--- src/rtl/seu_rx_pkg.sv ---
package seu_rx_pkg;

    localparam int DEF_WIDTH  = 32;
    localparam int DEF_COPIES = 3;

    function automatic int phase_bits(input int copies);
        return (copies > 1) ? $clog2(copies) : 1;
    endfunction

endpackage

--- src/rtl/seu_rx_phase_ctr.sv ---
module seu_rx_phase_ctr
    import seu_rx_pkg::*;
#(
    parameter int COPIES = DEF_COPIES,
    localparam int PW    = phase_bits(COPIES)
) (
    input  logic          clk,
    input  logic          rst,
    output logic [PW-1:0] phase_o,
    output logic          last_o
);
    localparam logic [PW-1:0] LAST = PW'(COPIES - 1);

    logic [PW-1:0] phase_d, phase_q;

    always_comb begin
        phase_d = phase_q + PW'(1);
        if (phase_q == LAST) begin
            phase_d = '0;
        end
    end

    always_ff @(posedge clk) begin
        if (rst) begin
            phase_q <= '0;
        end else begin
            phase_q <= phase_d;
        end
    end

    assign phase_o = phase_q;
    assign last_o  = (phase_q == LAST);
endmodule

--- src/rtl/seu_rx_capture_bank.sv ---
module seu_rx_capture_bank
    import seu_rx_pkg::*;
#(
    parameter int WIDTH  = DEF_WIDTH,
    parameter int COPIES = DEF_COPIES,
    localparam int PW    = phase_bits(COPIES)
) (
    input  logic                         clk,
    input  logic                         rst,
    input  logic [PW-1:0]                phase_i,
    input  logic [WIDTH-1:0]             bus_i,
    output logic [COPIES-1:0][WIDTH-1:0] copies_o
);
    for (genvar g = 0; g < COPIES; g++) begin : g_copy
        logic [WIDTH-1:0] cap_d, cap_q;

        always_comb begin
            cap_d = cap_q;
            if (phase_i == PW'(g)) begin
                cap_d = bus_i;
            end
        end

        always_ff @(posedge clk) begin
            if (rst) begin
                cap_q <= '0;
            end else begin
                cap_q <= cap_d;
            end
        end

        assign copies_o[g] = cap_q;
    end
endmodule

--- src/rtl/seu_rx_agree.sv ---
module seu_rx_agree
    import seu_rx_pkg::*;
#(
    parameter int WIDTH  = DEF_WIDTH,
    parameter int COPIES = DEF_COPIES
) (
    input  logic [COPIES-1:0][WIDTH-1:0] copies_i,
    output logic                         mismatch_o
);
    logic [WIDTH-1:0] diff;

    always_comb begin
        diff = '0;
        for (int i = 1; i < COPIES; i++) begin
            diff = diff | (copies_i[i] ^ copies_i[0]);
        end
        mismatch_o = |diff;
    end
endmodule

--- src/rtl/seu_rx_reg.sv ---
module seu_rx_reg
    import seu_rx_pkg::*;
#(
    parameter int WIDTH  = DEF_WIDTH,
    parameter int COPIES = DEF_COPIES
) (
    input  logic             clk,
    input  logic             rst,
    input  logic [WIDTH-1:0] bus_i,
    output logic [WIDTH-1:0] data_o,
    output logic             valid_o,
    output logic             resend_o
);
    localparam int PW = phase_bits(COPIES);

    typedef struct packed {
        logic [WIDTH-1:0] data;
        logic             valid;
        logic             resend;
        logic             pend;
    } state_t;

    state_t                      st_d, st_q;
    logic [PW-1:0]               phase;
    logic                        last_phase;
    logic [COPIES-1:0][WIDTH-1:0] copies;
    logic                        mismatch;

    seu_rx_phase_ctr #(.COPIES(COPIES)) u_phase (
        .clk     (clk),
        .rst     (rst),
        .phase_o (phase),
        .last_o  (last_phase)
    );

    seu_rx_capture_bank #(.WIDTH(WIDTH), .COPIES(COPIES)) u_bank (
        .clk      (clk),
        .rst      (rst),
        .phase_i  (phase),
        .bus_i    (bus_i),
        .copies_o (copies)
    );

    seu_rx_agree #(.WIDTH(WIDTH), .COPIES(COPIES)) u_agree (
        .copies_i   (copies),
        .mismatch_o (mismatch)
    );

    always_comb begin
        st_d        = st_q;
        st_d.valid  = 1'b0;
        st_d.resend = 1'b0;
        st_d.pend   = last_phase;
        if (st_q.pend) begin
            if (mismatch) begin
                st_d.resend = 1'b1;
            end else begin
                st_d.data  = copies[0];
                st_d.valid = 1'b1;
            end
        end
    end

    always_ff @(posedge clk) begin
        if (rst) begin
            st_q <= '0;
        end else begin
            st_q <= st_d;
        end
    end

    assign data_o   = st_q.data;
    assign valid_o  = st_q.valid;
    assign resend_o = st_q.resend;
endmodule

--- config.mk ---
export PLATFORM = sky130hd
export DESIGN_NAME = seu_rx_reg
export DESIGN_NICKNAME = d
export VERILOG_FILES = /design/src/rtl/seu_rx_pkg.sv /design/src/rtl/seu_rx_phase_ctr.sv /design/src/rtl/seu_rx_capture_bank.sv /design/src/rtl/seu_rx_agree.sv /design/src/rtl/seu_rx_reg.sv
export SDC_FILE = /design/constraint.sdc
export NUM_CORES = 1
export LEC_CHECK = 0
export BUFFER_PORTS_ARGS = -buffer_cell sky130_fd_sc_hd__buf_2
export CORE_MARGIN = 10
export CORE_UTILIZATION = 28
export DETAILED_ROUTE_END_ITERATION = 6
export HOLD_SLACK_MARGIN = 0.08
export PLACE_DENSITY = 0.46
export RECOVER_POWER = 50
export SLEW_MARGIN = 10
export SYNTH_ARGS = -nofsm -noshare
export SYNTH_HDL_FRONTEND = slang
export SYNTH_SLANG_ARGS = --single-unit
--- constraint.sdc ---
create_clock -name clk -period 2.1 [get_ports clk]
set_clock_uncertainty 0.1 [all_clocks]
set_input_delay 0.21 -clock clk [delete_from_list [all_inputs] [get_ports clk]]
set_output_delay 0.21 -clock clk [all_outputs]
set_load 0.05 [all_outputs]
==> run summary, run 1 <==
Post-Syn Area -> 5690 um^2
area growth from synthesis to layout -> 29.4%
CORE AREA -> 20100 um^2
WHS Path Cells -> 2
sequential share of power -> 39.7%
TritonRoute pass-1 iters -> 4
worst vdd ir -> 0.437 mV
sequential cell area fraction in the yosys report -> 46.8%
Post-synth EDFFs -> 0
Hold Path Class -> in2reg
Hold Violations, Final -> 0
initial antenna violation count -> 1
final instance area -> 7370 um^2
post-placement cell area -> 6250 um^2
Logic pwr share -> 17.6%
IO buf count -> 67
Num CTS Buffers -> 17
die width -> 163 um
via count -> 4162
Final nets -> 706
Achievable Freq -> 449 MHz
Critical Path RT -> 2340 ps
Final Critical Period -> 2220 ps
Post-Route Utilization -> 36.6%
pwr/cell area -> 1010 nW/um^2
Min-Delay Endpoint -> u_bank.g_copy[2].cap_q[6]
post-placement worst setup slack -> -157 ps
r2r startpoint -> u_bank.g_copy[0].cap_q[14]
Initial Utilization -> 28.3%
Root Driver -> clkbuf_16
synthesized flop and latch total -> 133
Async SR Flop Fraction -> 0%
period utilization -> 106%
leak pwr -> 2.93 nW
Crit path arrival time -> 2470 ps
post-route ant nets -> 0
GRT Total Usage -> 11.1%
worst reg2reg path depth -> 8
ys flop type -> dfxtp_1
WS Path Type -> reg2reg
initial drt markers -> 157
row count -> 52
Int Power -> 5.44 mW
DP Wirelength -> 10200 um
Congestion Overflow GR -> 0
reg2reg setup slack -> -120 ps
TritonCTS clock tree -> yes
first-pass GRT wire length -> 23100 um
cells after synthesis -> 583
violations in the final reports -> setup timing
net switching fraction of the power -> 26.6%
Max-Cap Viols -> 0
Final Slew Violations -> 0
Clock Power Share -> 42.7%
hold path start -> rst
vias in the first global route -> 4333
routed length per placed instance -> 15.3 um
Reg-to-Reg End -> data_o[1]
die area -> 26400 um^2
outcome -> finished with violations
RePlAce Congestion -> 0.759
io pins -> 68
Clock Tree Buf Depth -> 2
largest net degree at the start of global routing -> 58
DRC Markers -> 0
syn_nets -> 620
crit end category -> flip-flop
final setup vio count -> 26
worst rel slew slack -> 37.8%
Worst-Margin Slew -> 932 ps
clock sink count -> 133
RSZ-0062 raised after global routing -> true
Syn Area/Cell -> 9.76 um^2
Synth Warn # -> 0
H-Tree Level Count -> 4
commonest non-fill, non-tap cell in the layout -> mux2i_1
CP Launch Type -> flip-flop
final WL -> 14600 um
Yosys cell types -> 20
crit-path max FO -> 5
Layout Cells excl Fill -> 953
share of cells above drive strength 1 -> 19.2%
dpl cells -> 885
clk_lat worst skew -> 420 ps
Vias/cell -> 4.37
sw power -> 1.97 mW
setup ws final -> -125 ps
most frequent cells in the layout -> 126 x mux2i_1, 121 x dfxtp_1, 96 x nor2_1
die height -> 163 um
clk slew on worst S/H paths -> 60 ps
per-stage QoR:
| stage | total power [mW] | TNS [ps] | hold WS [ps] |
|---|---|---|---|
| finish | 7.41 | -2760 | 170 |
| global route | 7.75 | -4590 | 207 |
| CTS | 7.46 | -483 | 176 |
| detailed placement | 4.19 | -3900 | 345 |
| global placement | 4.15 | -2580 | 334 |
| floorplan | 3.77 | 0 | 257 |
repair_timing:
action	in CTS	in global routing
setup buffers	0	1
hold buffers	32	0
gates cloned	0	2
endpoints found under the hold margin	96	0
endpoints found under the setup margin	33	33
pin swaps	0	5
resized for setup	6	34
worst max-delay path: stages, from the launching register on:
cell	delay, ps
dfxtp_2	340
nor3_1	190
o22ai_1	140
nor4_2	410
nand4_1	250
nor2_4	220
buf_12	150
buf_6	130
mux2i_2	210
cell usage after synthesis, types with 4 or more instances:
| master | n | share of area (%) |
|---|---|---|
| o22ai_1 | 16 | 1.8 |
| dfxtp_1 | 133 | 47 |
| clkbuf_1 | 20 | 1.3 |
| mux2i_1 | 128 | 23 |
| nor2_1 | 96 | 6.3 |
| nor3_1 | 34 | 3.0 |
| buf_4 | 32 | 4.2 |
| and3_1 | 32 | 3.5 |
| nor4_1 | 4 | 0.44 |
| buf_1 | 7 | 0.46 |
| nand2b_1 | 61 | 6.7 |
sequential cells by signal, indices dropped and copies added, names as in the netlist:
register	cells
data_o	32
resend_o	1
st_q	1
u_bank.g_copy.cap_q	96
u_phase.phase_o	2
valid_o	1
routing by layer:
metal  up-vias  part of all wire, %  global-route usage, %
li1       2134                    -                      -
met1      1946                   46                   13.3
met2        64                   48                   18.3
met3        18                  4.0                   3.31
met4         0                  1.7                   4.30
met5         -                    0                      0
power groups by stage:
stage	registers (mW)	clock network [mW]	logic, mW
final	2.94	3.16	1.31
after global routing	2.98	3.34	1.43
after global placement	2.95	0	1.20
after floorplan	2.93	0	0.841
after detailed placement	2.97	0	1.22
after CTS	2.92	3.24	1.29
cell type report:
| cell class | instances | area [um^2] |
|---|---|---|
| fill | 2014 | 12700 |
| multi-input combinational | 382 | 2760 |
| sequential | 133 | 2680 |
| timing repair buffer | 132 | 941 |
| clock buffer | 21 | 460 |
| tap | 270 | 338 |
| clock inverter | 11 | 174 |
| inverter | 3 | 11.3 |
| antenna | 1 | 2.50 |
logic make-up after synthesis:
kind of cell | Yosys count | synth area share (%)
AND/OR/NAND/NOR | 235 | 21.1
adder cells (fa/ha/maj) | 3 | 0.659
buffers and inverters | 68 | 7.25
flip-flops | 133 | 46.8
multiplexers | 128 | 22.5
AO/OA/AOI/OAI | 16 | 1.76
how the worst max path moves through the flow:
stage / end / start / slack, ps
2_1_floorplan: data_o[0] / u_bank.g_copy[0].cap_q[14] / 340
3_3_place_gp: data_o[28] / u_bank.g_copy[0].cap_q[3] / -100
3_5_place_dp: data_o[29] / u_bank.g_copy[0].cap_q[3] / -160
4_1_cts: data_o[29] / u_bank.g_copy[0].cap_q[14] / -40
5_1_grt: data_o[14] / u_bank.g_copy[2].cap_q[30] / -200
6_report: data_o[1] / u_bank.g_copy[0].cap_q[14] / -120
No activity file was read; power rests on OpenSTA's default activity.
==> inputs of run 2 (changes only) <==
--- a/config.mk
+++ b/config.mk
@@ -6,6 +6,7 @@
 export NUM_CORES = 1
 export LEC_CHECK = 0
 export BUFFER_PORTS_ARGS = -buffer_cell sky130_fd_sc_hd__buf_2
+export CORE_ASPECT_RATIO = 1.75
 export CORE_MARGIN = 10
 export CORE_UTILIZATION = 28
 export DETAILED_ROUTE_END_ITERATION = 6
==> constraint.sdc (replaced) <==
create_clock -name clk -period 2.1 [get_ports clk]
set_clock_uncertainty 0.1 [all_clocks]
set_input_delay 0.315 -clock clk [delete_from_list [all_inputs] [get_ports clk]]
set_output_delay 0.315 -clock clk [all_outputs]
set_load 0.05 [all_outputs]
==> run summary, run 2 (synthesis results as in run 1) <==
post-route ant nets -> 0
WS Path Type -> reg2reg
Hold Violations, Final -> 0
n_diodes -> 0
met2 usage -> 20.2%
Final nets -> 689
Worst-Margin Slew -> 751 ps
clk slew on worst S/H paths -> 60 ps
share of cells above drive strength 1 -> 19.3%
max FFs per register -> 96
Achievable Freq -> 485 MHz
Root Driver -> clkbuf_16
final setup vio count -> 0
most frequent cells in the layout -> 128 x mux2i_1, 120 x dfxtp_1, 96 x nor2_1
DRC Markers -> 0
Initial Utilization -> 28.2%
vias in the first global route -> 4429
DP Wirelength -> 10200 um
post-placement worst setup slack -> -222 ps
Vias/cell -> 4.56
IO buf count -> 67
clk_lat worst skew -> 420 ps
Critical Path RT -> 2340 ps
flip-flop and latch area -> 2680 um^2
GRT Total Usage -> 11.2%
Final Critical Period -> 2060 ps
fillers -> 2084
Final Hold Slack -> 93.1 ps
final instance area -> 7200 um^2
RSZ-0062 raised after global routing -> true
multi-input logic area -> 2750 um^2
Final Slew Violations -> 0
reg2reg setup slack -> 40 ps
post-placement cell area -> 6180 um^2
RePlAce Congestion -> 0.685
die height -> 209 um
Congestion Overflow GR -> 0
leak pwr -> 2.87 nW
crit-path leading delay family -> simple AND/OR/NAND/NOR gates
CP max stage cell -> nor4_1
area growth from synthesis to layout -> 26.5%
pwr/cell area -> 1030 nW/um^2
Clock Tree Buf Depth -> 2
setup ws final -> 39.8 ps
Max-Cap Viols -> 0
outcome -> finished clean
crit end category -> flip-flop
period utilization -> 98.1%
met3 usage -> 2.38%
routed length per placed instance -> 15.8 um
Hold Path Class -> in2reg
via count -> 4158
crit path buf inv count -> 3
final WL -> 14400 um
CORE AREA -> 20200 um^2
TritonCTS clock tree -> yes
die area -> 26700 um^2
CP most frequent cell -> buf_12
die width -> 128 um
Worst path max stage delay -> 340 ps
worst rel slew slack -> 49.9%
most flop-heavy register -> u_bank.g_copy.cap_q
clock sink count -> 133
row count -> 69
Setup TNS -> 0 ps
io pins -> 68
initial antenna violation count -> 0
commonest non-fill, non-tap cell in the layout -> mux2i_1
H-Tree Level Count -> 4
crit path cell chain -> nor3_2 -> buf_4 -> o22ai_1 -> nor4_1 -> nand4_1 -> nor2_4 -> buf_12 -> buf_12 -> mux2i_1
first-pass GRT wire length -> 23700 um
crit-path max FO -> 11
met1 Use GR -> 12.2%
worst vdd ir -> 0.430 mV
Crit path arrival time -> 2300 ps
Num CTS Buffers -> 17
initial drt markers -> 175
CP Launch Type -> flip-flop
Most Crowded Layer GR -> met2
largest net degree at the start of global routing -> 71
TritonRoute pass-1 iters -> 4
==> run 2: per-stage QoR <==
stage	total power [mW]	util [%]	cells
after global routing	7.76	35.7	912
final	7.40	35.7	912
after global placement	4.18	30.6	854
after detailed placement	4.20	30.6	854
after floorplan	3.77	-	583
after CTS	7.50	35.7	912
==> run 2: layer usage <==
layer | vias to the layer above | share of wire (%)
met3 | 9 | 2.4
met5 | - | 0
li1 | 2100 | -
met2 | 55 | 55
met4 | 0 | 1.4
met1 | 1994 | 42
==> run 2: what timing repair did <==
action | CTS | global route
cloned | 1 | 0
resized for setup | 23 | 15
hold endpoints to repair | 65 | 0
setup buffers | 1 | 0
pin swaps | 6 | 3
setup endpoints to repair | 34 | 32
hold buffers | 25 | 0
==> run 2: path summary, 6_finish.rpt <==
| check | start | to | cells after the start |
|---|---|---|---|
| max | u_bank.g_copy[0].cap_q[15] | data_o[2] | 9 |
| min | bus_i[30] | u_bank.g_copy[2].cap_q[30] | 3 |
| max reg2reg | u_bank.g_copy[0].cap_q[15] | data_o[2] | 9 |
| min reg2reg | u_phase.phase_o[0] | u_phase.phase_o[0] | 1 |
==> run 2: cell type report <==
class                   count  share of cell area [%]
clock inverters            12                    2.48
clock buffers              19                    6.29
repair buffers            115                    11.4
flip-flops and latches    133                    37.2
multi-input cells         382                    38.2
inverters                   3                   0.156
well taps                 248                    4.31
==> run 2: tightest hold or removal path, delay by kind of cell <==
family / cells / cell delay, ps
mux: 1 / 70
simple gates: 1 / 70
buf+inv: 1 / 110
==> run 2: power by group <==
part | internal, mW | switching (mW)
logic | 0.634 | 0.666
registers | 2.76 | 0.189
clock network | 2.04 | 1.11
total | 5.43 | 1.96
==> inputs of run 3 (changes only) <==
==> constraint.sdc (replaced) <==
create_clock -name clk -period 2.1 [get_ports clk]
set_clock_uncertainty 0.1 [all_clocks]
set_input_delay 0.21 -clock clk [delete_from_list [all_inputs] [get_ports clk]]
set_output_delay 0.21 -clock clk [all_outputs]
set_load 0.05 [all_outputs]
==> run summary, run 3 (synthesis results as in run 1) <==
worst vdd ir -> 0.383 mV
CP Launch Type -> flip-flop
DRC Markers -> 0
worst rel slew slack -> 41.7%
reg2reg setup slack -> 40 ps
Max-Cap Viols -> 0
r2r startpoint -> u_bank.g_copy[0].cap_q[6]
area growth from synthesis to layout -> 28.1%
DP Wirelength -> 10500 um
net switching fraction of the power -> 29.3%
io pins -> 68
Final nets -> 701
IO buf count -> 67
die area -> 26700 um^2
most frequent cells in the layout -> 127 x mux2i_1, 110 x dfxtp_1, 96 x nor2_1
first-pass GRT wire length -> 23900 um
CORE AREA -> 20200 um^2
Clock Power Share -> 38.9%
vias in the first global route -> 4467
Hold Path Class -> reg2reg
flip-flop and latch area -> 2700 um^2
Int Power -> 4.95 mW
crit-path max FO -> 8
die width -> 128 um
share of cells above drive strength 1 -> 20.5%
Crit path arrival time -> 2300 ps
WS Path Type -> reg2reg
crit path buf inv count -> 3
crit-path leading delay family -> simple AND/OR/NAND/NOR gates
TritonRoute pass-1 iters -> 4
Critical Path RT -> 2330 ps
pwr/cell area -> 961 nW/um^2
Congestion Overflow GR -> 0
sequential share of power -> 42.2%
most flop-heavy register -> u_bank.g_copy.cap_q
Final Slew Violations -> 0
outcome -> finished clean
post-route ant nets -> 0
Worst path max stage delay -> 340 ps
Vias/cell -> 4.55
Initial Utilization -> 28.2%
Worst Setup SP -> u_bank.g_copy[0].cap_q[6]
Reg-to-Reg End -> data_o[19]
fillers -> 2092
GRT Total Usage -> 11.4%
max FFs per register -> 96
post-placement cell area -> 6190 um^2
Hold Violations, Final -> 0
Logic pwr share -> 18.9%
commonest non-fill, non-tap cell in the layout -> mux2i_1
Tot Pwr -> 7.00 mW
Root Driver -> clkbuf_16
via count -> 4205
cell depth of the worst setup path -> 9
final setup vio count -> 0
multi-input logic area -> 2780 um^2
RePlAce Congestion -> 0.732
H-Tree Level Count -> 4
row count -> 69
n_diodes -> 0
Clock Tree Buf Depth -> 2
clk slew on worst S/H paths -> 60 ps
die height -> 209 um
largest net degree at the start of global routing -> 63
period utilization -> 98.2%
TritonCTS clock tree -> yes
setup ws final -> 37.0 ps
final WL -> 15100 um
Critical Path End -> data_o[19]
Achievable Freq -> 485 MHz
clk_lat worst skew -> 420 ps
post-placement worst setup slack -> -253 ps
crit end category -> flip-flop
crit path cell chain -> nor3_2 -> o22ai_2 -> nor4_2 -> buf_4 -> nand4_1 -> nor2_4 -> buf_6 -> buf_16 -> mux2i_2
initial drt markers -> 134
clock sink count -> 133
worst reg2reg path depth -> 9
CP max stage cell -> dfxtp_2
sw power -> 2.05 mW
RSZ-0062 raised after global routing -> true
routed length per placed instance -> 16.3 um
final instance area -> 7290 um^2
Num CTS Buffers -> 17
Final Critical Period -> 2060 ps
leak pwr -> 2.88 nW
initial antenna violation count -> 0
Worst-Margin Slew -> 875 ps
-- run 3: cell types whose count changed in the layout (fill, tap and decap cells not counted), moves of 5 or more --
cell           change
dfxtp_1           -10
dlygate4sd3_1      +8
clkbuf_1           +6
dfxtp_2            +8
buf_2              -5
-- run 3: worst min-delay path by stage --
| stage | startpoint | end | slack (ps) | cells after the start |
|---|---|---|---|---|
| 6_report | u_phase.phase_o[0] | u_phase.phase_o[0] | 370 | 1 |
| 5_1_grt | data_o[31] | data_o[31] | 400 | 2 |
| 4_1_cts | u_phase.phase_o[0] | u_phase.phase_o[0] | 370 | 1 |
| 3_5_place_dp | u_phase.phase_o[0] | u_phase.phase_o[0] | 360 | 1 |
| 3_3_place_gp | u_phase.phase_o[0] | u_phase.phase_o[0] | 350 | 1 |
| 2_1_floorplan | bus_i[0] | u_bank.g_copy[2].cap_q[0] | 260 | 2 |
-- run 3: through the flow --
step	TNS, ps	cells	util, %	hold slack, ps
6_report	0	925	36.1	370
3_3_place_gp	-7440	854	30.7	351
5_1_grt	-2320	925	36.1	399
2_1_floorplan	0	583	-	257
4_1_cts	-103	922	35.7	369
3_5_place_dp	-6640	854	30.7	359
-- run 3: power by group through the flow --
stage | Combinational, mW | Clock, mW | Sequential (mW)
after floorplan | 0.841 | 0 | 2.93
after global placement | 1.23 | 0 | 2.96
after detailed placement | 1.24 | 0 | 2.97
after CTS | 1.35 | 2.81 | 2.93
after global routing | 1.46 | 2.91 | 2.99
final | 1.33 | 2.73 | 2.95
-- run 3: layout make-up --
class | count | share of cell area [%]
Clock buffer | 19 | 6.07
Clock inverter | 13 | 1.39
Inverter | 3 | 0.154
Multi-Input combinational cell | 382 | 38.1
Sequential cell | 133 | 37.0
Tap cell | 248 | 4.26
Timing Repair Buffer | 127 | 13.1
-- run 3: layer usage --
layer | share of wire (%) | vias to the layer above | global-route usage (%)
li1 | - | 2117 | -
met1 | 42 | 2004 | 12.6
met2 | 52 | 66 | 19.8
met3 | 2.6 | 18 | 2.43
met4 | 2.6 | 0 | 5.57
met5 | 0 | - | 0
-- run 3: what timing repair did --
item | 4_1_cts | 5_1_grt
hold buffers | 33 | 0
endpoints found under the hold margin | 96 | 0
cloned | 1 | 2
setup buffers | 2 | 1
resized for setup | 24 | 34
setup endpoints to repair | 33 | 32
pin swaps | 9 | 10
